<file path="config.mk">
export PLATFORM = sky130hd
export DESIGN_NAME = event_router
export DESIGN_NICKNAME = d
export VERILOG_FILES = /design/src/rtl/evr_pkg.sv /design/src/rtl/evr_sync.sv /design/src/rtl/evr_detect.sv /design/src/rtl/evr_regs.sv /design/src/rtl/event_router.sv
export SDC_FILE = /design/constraint.sdc
export NUM_CORES = 1
export LEC_CHECK = 0
export BUFFER_PORTS_ARGS = -buffer_cell sky130_fd_sc_hd__buf_2
export CORE_UTILIZATION = 50
export DETAILED_ROUTE_END_ITERATION = 6
export PLACE_DENSITY = 0.72
export SYNTH_ARGS = -nofsm -noshare
export SYNTH_HDL_FRONTEND = slang
export SYNTH_SLANG_ARGS = --single-unit
export TNS_END_PERCENT = 50
</file>
<file path="constraint.sdc">
create_clock -name clk -period 1.7 [get_ports clk]
set_input_delay 0.34 -clock clk [delete_from_list [all_inputs] [get_ports clk]]
set_output_delay 0.34 -clock clk [all_outputs]
set_load 0.02 [all_outputs]
</file>
<file path="src/rtl/evr_pkg.sv">
package evr_pkg;

    localparam int DATA_W = 32;

    typedef enum logic [2:0] {
        SEL_RAW  = 3'd0,
        SEL_PEND = 3'd1,
        SEL_MASK = 3'd2,
        SEL_POL  = 3'd3,
        SEL_MODE = 3'd4,
        SEL_CLR  = 3'd5,
        SEL_SET  = 3'd6,
        SEL_WAKE = 3'd7
    } reg_sel_e;

    typedef struct packed {
        logic irq_en;
        logic wake_en;
        logic act_high;
        logic latched;
    } chan_cfg_t;

    function automatic reg_sel_e sel_of(input logic [2:0] word);
        return reg_sel_e'(word);
    endfunction

endpackage

</file>
<file path="src/rtl/evr_sync.sv">
module evr_sync #(
    parameter int W      = 24,
    parameter int STAGES = 2
) (
    input  logic         clk,
    input  logic         rst,
    input  logic [W-1:0] d,
    output logic [W-1:0] q
);
    logic [W-1:0] stg [STAGES];

    always_ff @(posedge clk) begin
        if (rst) begin
            for (int i = 0; i < STAGES; i++) stg[i] <= '0;
        end else begin
            stg[0] <= d;
            for (int i = 1; i < STAGES; i++) stg[i] <= stg[i-1];
        end
    end

    assign q = stg[STAGES-1];
endmodule

</file>
<file path="src/rtl/evr_detect.sv">
module evr_detect
    import evr_pkg::*;
#(
    parameter int N = 27
) (
    input  logic                  clk,
    input  logic                  rst,
    input  logic [N-1:0]          lvl,
    input  chan_cfg_t [N-1:0]     cfg,
    input  logic [N-1:0]          clr_stb,
    input  logic [N-1:0]          set_stb,
    output logic [N-1:0]          pending,
    output logic [N-1:0]          lat,
    output logic [N-1:0]          edge_set
);
    logic [N-1:0] prev;

    always_ff @(posedge clk) begin
        if (rst) prev <= '0;
        else     prev <= lvl;
    end

    for (genvar c = 0; c < N; c++) begin : g_chan
        logic active, rise, fall, hit, set_now;

        assign rise    = lvl[c] & ~prev[c];
        assign fall    = ~lvl[c] & prev[c];
        assign active  = cfg[c].act_high ? lvl[c] : ~lvl[c];
        assign hit     = cfg[c].act_high ? rise : fall;
        assign edge_set[c] = cfg[c].latched & hit;
        assign set_now = edge_set[c] | set_stb[c];

        always_ff @(posedge clk) begin
            if (rst)          lat[c] <= 1'b0;
            else if (set_now) lat[c] <= 1'b1;
            else if (clr_stb[c]) lat[c] <= 1'b0;
        end

        assign pending[c] = cfg[c].latched ? lat[c] : active;
    end
endmodule

</file>
<file path="src/rtl/evr_regs.sv">
module evr_regs
    import evr_pkg::*;
#(
    parameter int N      = 27,
    parameter int ADDR_W = 5
) (
    input  logic              clk,
    input  logic              rst,
    input  logic [ADDR_W-1:0] bus_addr,
    input  logic              bus_wr,
    input  logic              bus_rd,
    input  logic [DATA_W-1:0] bus_wdata,
    input  logic [N-1:0]      raw,
    input  logic [N-1:0]      pending,
    output chan_cfg_t [N-1:0] cfg,
    output logic [N-1:0]      clr_stb,
    output logic [N-1:0]      set_stb,
    output logic [DATA_W-1:0] bus_rdata
);
    logic [N-1:0] mask_q, pol_q, mode_q, wake_q;
    logic [N-1:0] wd;
    logic         in_range;
    reg_sel_e     sel;
    logic [DATA_W-1:0] rd_next;
    logic [DATA_W-1:0] unused_wdata;
    logic [ADDR_W-1:0] unused_addr;

    assign unused_wdata = bus_wdata;
    assign unused_addr  = bus_addr;
    assign wd       = bus_wdata[N-1:0];
    assign sel      = sel_of(bus_addr[4:2]);
    assign in_range = (bus_addr >> 5) == '0;

    always_ff @(posedge clk) begin
        if (rst) begin
            mask_q <= '0;
            pol_q  <= '0;
            mode_q <= '0;
            wake_q <= '0;
        end else if (bus_wr && in_range) begin
            case (sel)
                SEL_MASK: mask_q <= wd;
                SEL_POL:  pol_q  <= wd;
                SEL_MODE: mode_q <= wd;
                SEL_WAKE: wake_q <= wd;
                default:  ;
            endcase
        end
    end

    assign clr_stb = (bus_wr && in_range && sel == SEL_CLR) ? wd : '0;
    assign set_stb = (bus_wr && in_range && sel == SEL_SET) ? wd : '0;

    always_comb begin
        for (int c = 0; c < N; c++) begin
            cfg[c].irq_en   = mask_q[c];
            cfg[c].wake_en  = wake_q[c];
            cfg[c].act_high = pol_q[c];
            cfg[c].latched  = mode_q[c];
        end
    end

    always_comb begin
        rd_next = '0;
        if (in_range) begin
            case (sel)
                SEL_RAW:  rd_next[N-1:0] = raw;
                SEL_PEND: rd_next[N-1:0] = pending;
                SEL_MASK: rd_next[N-1:0] = mask_q;
                SEL_POL:  rd_next[N-1:0] = pol_q;
                SEL_MODE: rd_next[N-1:0] = mode_q;
                SEL_WAKE: rd_next[N-1:0] = wake_q;
                default:  rd_next = '0;
            endcase
        end
    end

    always_ff @(posedge clk) begin
        if (rst)         bus_rdata <= '0;
        else if (bus_rd) bus_rdata <= rd_next;
    end
endmodule

</file>
<file path="src/rtl/event_router.sv">
module event_router
    import evr_pkg::*;
#(
    parameter int N_EXT       = 24,
    parameter int N_INT       = 3,
    parameter int SYNC_STAGES = 2,
    parameter int ADDR_W      = 5
) (
    input  logic              clk,
    input  logic              rst,
    input  logic [N_EXT-1:0]  ext_ev,
    input  logic [N_INT-1:0]  int_ev,
    input  logic [ADDR_W-1:0] bus_addr,
    input  logic              bus_wr,
    input  logic              bus_rd,
    input  logic [31:0]       bus_wdata,
    output logic [31:0]       bus_rdata,
    output logic              irq,
    output logic              wake
);
    localparam int N = N_EXT + N_INT;

    logic [N_EXT-1:0]  ext_s;
    logic [N-1:0]      lvl, pending, lat_q, edge_set, clr_stb, set_stb;
    logic [N-1:0]      irq_en_v, wake_en_v;
    chan_cfg_t [N-1:0] cfg;

    evr_sync #(.W(N_EXT), .STAGES(SYNC_STAGES)) u_sync (
        .clk(clk), .rst(rst), .d(ext_ev), .q(ext_s)
    );

    assign lvl = {int_ev, ext_s};

    evr_detect #(.N(N)) u_det (
        .clk(clk), .rst(rst), .lvl(lvl), .cfg(cfg),
        .clr_stb(clr_stb), .set_stb(set_stb),
        .pending(pending), .lat(lat_q), .edge_set(edge_set)
    );

    evr_regs #(.N(N), .ADDR_W(ADDR_W)) u_regs (
        .clk(clk), .rst(rst), .bus_addr(bus_addr), .bus_wr(bus_wr),
        .bus_rd(bus_rd), .bus_wdata(bus_wdata), .raw(lvl),
        .pending(pending), .cfg(cfg), .clr_stb(clr_stb),
        .set_stb(set_stb), .bus_rdata(bus_rdata)
    );

    always_comb begin
        for (int c = 0; c < N; c++) begin
            irq_en_v[c]  = cfg[c].irq_en;
            wake_en_v[c] = cfg[c].wake_en;
        end
    end

    always_ff @(posedge clk) begin
        if (rst) begin
            irq  <= 1'b0;
            wake <= 1'b0;
        end else begin
            irq  <= |(pending & irq_en_v);
            wake <= |(pending & wake_en_v);
        end
    end
endmodule

</file>
# After elaboration in Yosys (flattened, before gate mapping)
# Memory sizes are Yosys's and may differ from the RTL's.
# Index checks and enable logic that the tools add are counted.
# W data, S select, Z words.
[totals]
output_inout_bits = 34
elab_cells = 388
mem_bits_rw = 48
input_bits = 68
reg_bits = 191
mem_count = 1
[op_classes]
muxes = 143
reduce_logical = 36
eq_ne = 7
bitwise_logic = 166
[memory_table]
columns = ["name", "words", "width", "read_ports", "rd_ports_with_merged_regs", "wr", "line", "rtl"]
rows = [
  ["u_sync.stg", 2, 24, 2, 0, 2, "evr_sync.sv:10", "logic [W-1:0] stg [STAGES];"],
]
[ops]
columns = ["op", "n"]
rows = [
  ["$pmux W27 S6", 1],
  ["$mux W1", 138],
  ["$and A1 B1 Y1", 81],
  ["$and A27 B27 Y27", 2],
  ["$mux W27", 2],
  ["$not A1 Y1", 54],
  ["$reduce_bool A2 Y1", 27],
  ["$reduce_or A27 Y1", 2],
  ["$mux W24", 2],
  ["$or A1 B1 Y1", 29],
  ["$eq A3 B3 Y1 const B", 4],
  ["$reduce_and A2 Y1", 4],
  ["$eq A3 B2 Y1 const B", 2],
  ["$eq A3 B1 Y1 const B", 1],
  ["$logic_not A3 Y1", 1],
  ["$logic_and A1 B1 Y1", 2],
]

# Depth between registers and ports, before layout
# An unclocked memory read counts as a cell.
[logic_depth]
depth_word = 7
ltp_mapped = 8
mapped_depth_nobuf = 5

# Cells and area by module
# Synthesis repeated with hierarchy kept, for this count alone.
[unflattened]
cells_unflattened = 1288
area_unflattened_um2 = 11343.4
[by_module_without_submodules]
columns = ["module", "cells_per_inst", "area_each_um2", "seq_area_each_um2", "instances"]
rows = [
  ["evr_regs", 797, 6381.1, 2702.6, 1],
  ["evr_detect", 330, 3163.0, 1081.0, 1],
  ["evr_sync", 125, 1485.2, 960.9, 1],
  ["event_router", 36, 314.1, 40.0, 1],
]

# Worst setup path before layout
# Ideal clock, no wire load.
[synth_timing]
kind = "in2reg"
from = "in bus_addr[4]"
to = "reg u_regs.bus_rdata[19]"
path_buffers = 2
arrival_ns = 1.508
setup_ns = 0.128
slack_ns = 0.064
path_stages = 7
required_time_ns = 1.572
path_cell_list = "buf_2 -> and2_1 -> buf_2 -> a22o_1 -> a221o_1 -> a21oi_1 -> nor2_1"
[synth_between]
elab_chain_len = 2
word_cells_on_any_way = 7
classes_between = "eq/ne (5); mux (1); reduce/logical (1)"
[synth_lines]
columns = ["item", "line", "rtl"]
rows = [
  ["start, declared", "event_router.sv:13", "input logic [ADDR_W-1:0] bus_addr,"],
  ["$eq A3 B3 Y1, or another cell as far along", "evr_regs.sv:66", "case (sel)"],
  ["$pmux W27 S6 (*)", "evr_regs.sv:66", ""],
  ["end signal, assigned", "evr_regs.sv:80", "else if (bus_rd) bus_rdata <= rd_next;"],
  ["end, declared", "evr_regs.sv:18", "output logic [DATA_W-1:0] bus_rdata"],
]
# Every way passes the cells marked *; elsewhere a longest branch is shown, timed or not.
# A chain may end at the register's enable or synchronous reset.

==> flow_results.xml <==
<?xml version="1.0" encoding="UTF-8"?>
<metrics>
  <group name="status">
    <metric name="violations" unit="">setup timing</metric>
    <metric name="outcome" unit="">finished with violations</metric>
  </group>
  <group name="job">
    <metric name="drv_cap" unit="">0</metric>
  </group>
  <group name="floorplanning">
    <metric name="dieHeight" unit="um">149.9</metric>
    <metric name="effective_utilization_at_floorplan" unit="%">51.53</metric>
    <metric name="die_width" unit="um">149.9</metric>
    <metric name="boundaryPins" unit="">102</metric>
    <metric name="area_enclosed_by_the_die_boundary" unit="mm^2">0.02247</metric>
    <metric name="placeableCoreArea" unit="mm^2">0.02122</metric>
    <metric name="placement_rows" unit="">53</metric>
  </group>
  <group name="worst_setup_path">
    <metric name="crit_path_cell_trace" unit="">xnor2_2, and3b_2, a2111oi_4, buf_4, and4_4, a41oi_2</metric>
    <metric name="end_kind" unit="">register</metric>
    <metric name="critical_path_arrival" unit="ps">2140</metric>
    <metric name="worst-r2r-setup-slack" unit="ps">-50</metric>
    <metric name="required_time_at_the_endpoint_of_the_critical_path" unit="ps">2100</metric>
    <metric name="cpPeakStageDelay" unit="ps">360</metric>
    <metric name="critPathSlowestCell" unit="">sky130_fd_sc_hd__a2111oi_4</metric>
    <metric name="timing.setup.critical_path_class" unit="">register to register</metric>
    <metric name="maximum_net_fanout_on_the_critical_path" unit="">3</metric>
    <metric name="worstSetupStartpointType" unit="">register</metric>
  </group>
  <group name="synth">
    <metric name="ys_ff_latch" unit="">239</metric>
    <metric name="count_of_mapped_cells_out_of_synthesis" unit="">1364</metric>
    <metric name="synth-main-ff-cell" unit="">sky130_fd_sc_hd__dfxtp_1</metric>
    <metric name="synthTopCellsByArea" unit="">sky130_fd_sc_hd__dfxtp_1 44%, sky130_fd_sc_hd__nand2_1 12%, sky130_fd_sc_hd__a21oi_1 8.1%</metric>
    <metric name="synth_cell_type_count" unit="">52</metric>
    <metric name="synth.yosys.warnings" unit="">0</metric>
    <metric name="async_flop_share" unit="%">0</metric>
    <metric name="yosys.area.top_type_share" unit="%">43.75</metric>
    <metric name="synth-edff-count" unit="">0</metric>
    <metric name="syn-cell-area" unit="mm^2">0.01094</metric>
    <metric name="synth_sequential_area_ratio" unit="%">43.75</metric>
    <metric name="avgSynthCellArea" unit="um^2">8.017</metric>
    <metric name="post-synth-top-area-cell" unit="">sky130_fd_sc_hd__dfxtp_1</metric>
  </group>
  <group name="routing">
    <metric name="remaining_drc_errors" unit="">0</metric>
    <metric name="drt_pre_antenna_iters" unit="">6</metric>
    <metric name="route.detailed.vias_per_inst" unit="">5.764</metric>
    <metric name="num_vias" unit="">10854</metric>
    <metric name="route.antenna.remaining_nets" unit="">0</metric>
    <metric name="wl_per_cell" unit="um">19.96</metric>
    <metric name="drt-total-wl" unit="um">37580</metric>
    <metric name="first_iter_violations" unit="">1192</metric>
  </group>
  <group name="place">
    <metric name="detailed_place_hpwl" unit="um">26230</metric>
    <metric name="gp_routability_congestion" unit="">0.9874</metric>
    <metric name="dpl_worst_slack" unit="ps">-369.0</metric>
    <metric name="port_buffers" unit="">89</metric>
    <metric name="numPlacedInstances" unit="">1833</metric>
  </group>
  <group name="min_path">
    <metric name="worst_hold_path_type" unit="">primary input to register</metric>
  </group>
  <group name="clocking">
    <metric name="cts_root_buf" unit="">sky130_fd_sc_hd__clkbuf_16</metric>
    <metric name="cts.sinks" unit="">239</metric>
    <metric name="clk_transition_reported_paths" unit="ps">60</metric>
    <metric name="cts_buffers" unit="">26</metric>
    <metric name="max-clock-path-buffers" unit="">3</metric>
    <metric name="tritoncts" unit="">done</metric>
    <metric name="clkLatencyLatePin" unit="ps">530</metric>
    <metric name="h-tree-depth" unit="">1</metric>
  </group>
  <group name="timing">
    <metric name="relSlewSlack" unit="%">21.46</metric>
    <metric name="hold_vio_cnt_final" unit="">0</metric>
    <metric name="maxClockFrequency" unit="GHz">0.5717</metric>
    <metric name="post-route-worst-setup-slack" unit="ps">-49.22</metric>
    <metric name="worstMarginPinSlew" unit="ps">1177</metric>
    <metric name="maxSlewViolCount" unit="">0</metric>
    <metric name="final.setup_skew" unit="ps">9.039</metric>
    <metric name="setup_viol" unit="">2</metric>
    <metric name="grt_setup_unrepaired" unit="">yes</metric>
    <metric name="min_period_over_period" unit="%">102.9</metric>
    <metric name="post-route-min-period" unit="ps">1749</metric>
  </group>
  <group name="global_routing">
    <metric name="grt_start_max_net_pins" unit="">52</metric>
    <metric name="grt_overflow" unit="">0</metric>
    <metric name="antenna_found_initial" unit="">0</metric>
    <metric name="grt_pass1_vias" unit="">10188</metric>
    <metric name="grt_pass1_wl" unit="um">57510</metric>
    <metric name="gr-usage-all-layers" unit="%">33.59</metric>
  </group>
  <group name="final_layout">
    <metric name="most-common-layout-cells" unit="">343 x sky130_fd_sc_hd__nand2_1, 229 x sky130_fd_sc_hd__dfxtp_1, 181 x sky130_fd_sc_hd__buf_4</metric>
    <metric name="fin_nets" unit="">1657</metric>
    <metric name="flow.area_growth_from_synthesis" unit="%">28.57</metric>
    <metric name="multi_input_area" unit="mm^2">0.005913</metric>
    <metric name="num-fill-cells" unit="">1771</metric>
    <metric name="stdcell_count" unit="">1883</metric>
    <metric name="mostFrequentLayoutCell" unit="">sky130_fd_sc_hd__nand2_1</metric>
    <metric name="seq_area" unit="mm^2">0.004797</metric>
    <metric name="antenna_diode_count" unit="">0</metric>
    <metric name="drive_above_1_share" unit="%">24.56</metric>
  </group>
  <group name="power_and_ir_drop">
    <metric name="power.leakage" unit="nW">5.491</metric>
    <metric name="p_per_area" unit="mW/mm^2">914.5</metric>
    <metric name="peak_ir_drop_on_the_vdd_network" unit="mV">0.6411</metric>
  </group>
</metrics>
-- where the power goes --
| group | internal [mW] | switching (mW) |
|---|---|---|
| Clock | 3.28 | 2.26 |
| Sequential | 5.77 | 0.121 |
| Combinational | 0.603 | 0.820 |
| Total | 9.65 | 3.20 |
-- cells in the mapped netlist (19+ instances only) --
master                     number
sky130_fd_sc_hd__nand3_1       44
sky130_fd_sc_hd__o21ai_1       19
sky130_fd_sc_hd__dfxtp_1      239
sky130_fd_sc_hd__mux2i_1       35
sky130_fd_sc_hd__clkbuf_1      47
sky130_fd_sc_hd__nand2b_1      22
sky130_fd_sc_hd__o21ai_0       33
sky130_fd_sc_hd__a22oi_1       35
sky130_fd_sc_hd__nand2_1      343
sky130_fd_sc_hd__buf_2         32
sky130_fd_sc_hd__nor2_1        48
sky130_fd_sc_hd__nor2b_1       91
sky130_fd_sc_hd__a21oi_1      176
-- per-stage QoR --
| stage | total power, mW | area [um^2] | setup TNS, ps | utilization, % | hold WS (ps) |
|---|---|---|---|---|---|
| 2_1_floorplan | 6.676 | 10950 | 0 | - | 413.8 |
| 3_3_place_gp | 7.315 | 12960 | -12190 | 61.08 | 415.0 |
| 3_5_place_dp | 7.339 | 12960 | -17050 | 61.08 | 420.4 |
| 4_1_cts | 12.87 | 13950 | -65.47 | 65.73 | 6.230 |
| 5_1_grt | 13.26 | 14060 | -147.5 | 66.26 | 10.74 |
| 6_report | 12.86 | 14060 | -84.98 | 66.26 | 20.74 |
-- timing repair --
item / 4_1_cts / 5_1_grt
endpoints found under the hold margin: 1 / 0
pin swaps: 5 / 10
buffers inserted: 0 / 2
resized for setup: 29 / 24
hold buffers: 1 / 0
endpoints found under the setup margin: 2 / 4
-- layer usage --
layer  routed length (um)  vias to the layer above  part of all wire (%)  global-route usage [%]
li1                     -                     5146                     -                       -
met1                15430                     4976                    41                   45.13
met2                16500                      597                    44                   52.18
met3                 3957                      135                    11                   6.463
met4                 1684                        0                   4.5                   14.80
met5                    0                        -                     0                       0
-- area by class of cell --
type	instances	area share, %
clock inverters	8	0.5073
well taps	275	2.447
flip-flops and latches	239	34.12
inverters	6	0.1602
multi-input cells	1029	42.06
repair buffers	287	15.23
clock buffers	39	5.482
-- critical path, delay by kind of cell, from the launching register on --
kind	cells	cell delay, ps
and+or+nand+nor	2	480
DFF	1	330
buffers and inverters	1	180
xor gates and xnor gates	1	150
AOI/OAI and AO/OA	2	460
-- final timing paths --
path | from | endpoint | depth (start not counted)
worst max-delay path | u_sync.stg[0][27] | wake | 6
worst min register to register | u_sync.stg[0][7] | u_sync.stg[0][31] | 1
worst min-delay path | ext_ev[12] | u_sync.stg[0][12] | 2
worst max register to register | u_sync.stg[0][27] | wake | 6
-- registers in the layout (all words and copies together) (netlist names) --
name and flops:
u_det.lat 27, u_sync.stg 48, irq 1, u_regs.mode_q 27, u_regs.mask_q 27, u_regs.bus_rdata 27
wake 1, u_det.prev 27, u_regs.wake_q 27, u_regs.pol_q 27
-- kinds of logic after synthesis --
logic type	after synthesis	share of synthesized area, %
AND/OR/NAND/NOR	606	25.85
AO/OA/AOI/OAI	349	19.86
flip-flops	239	43.75
buffers and inverters	100	4.302
multiplexers	47	4.439
XOR/XNOR	22	1.762
other	1	0.03429
(Power assumes the default switching activity.)
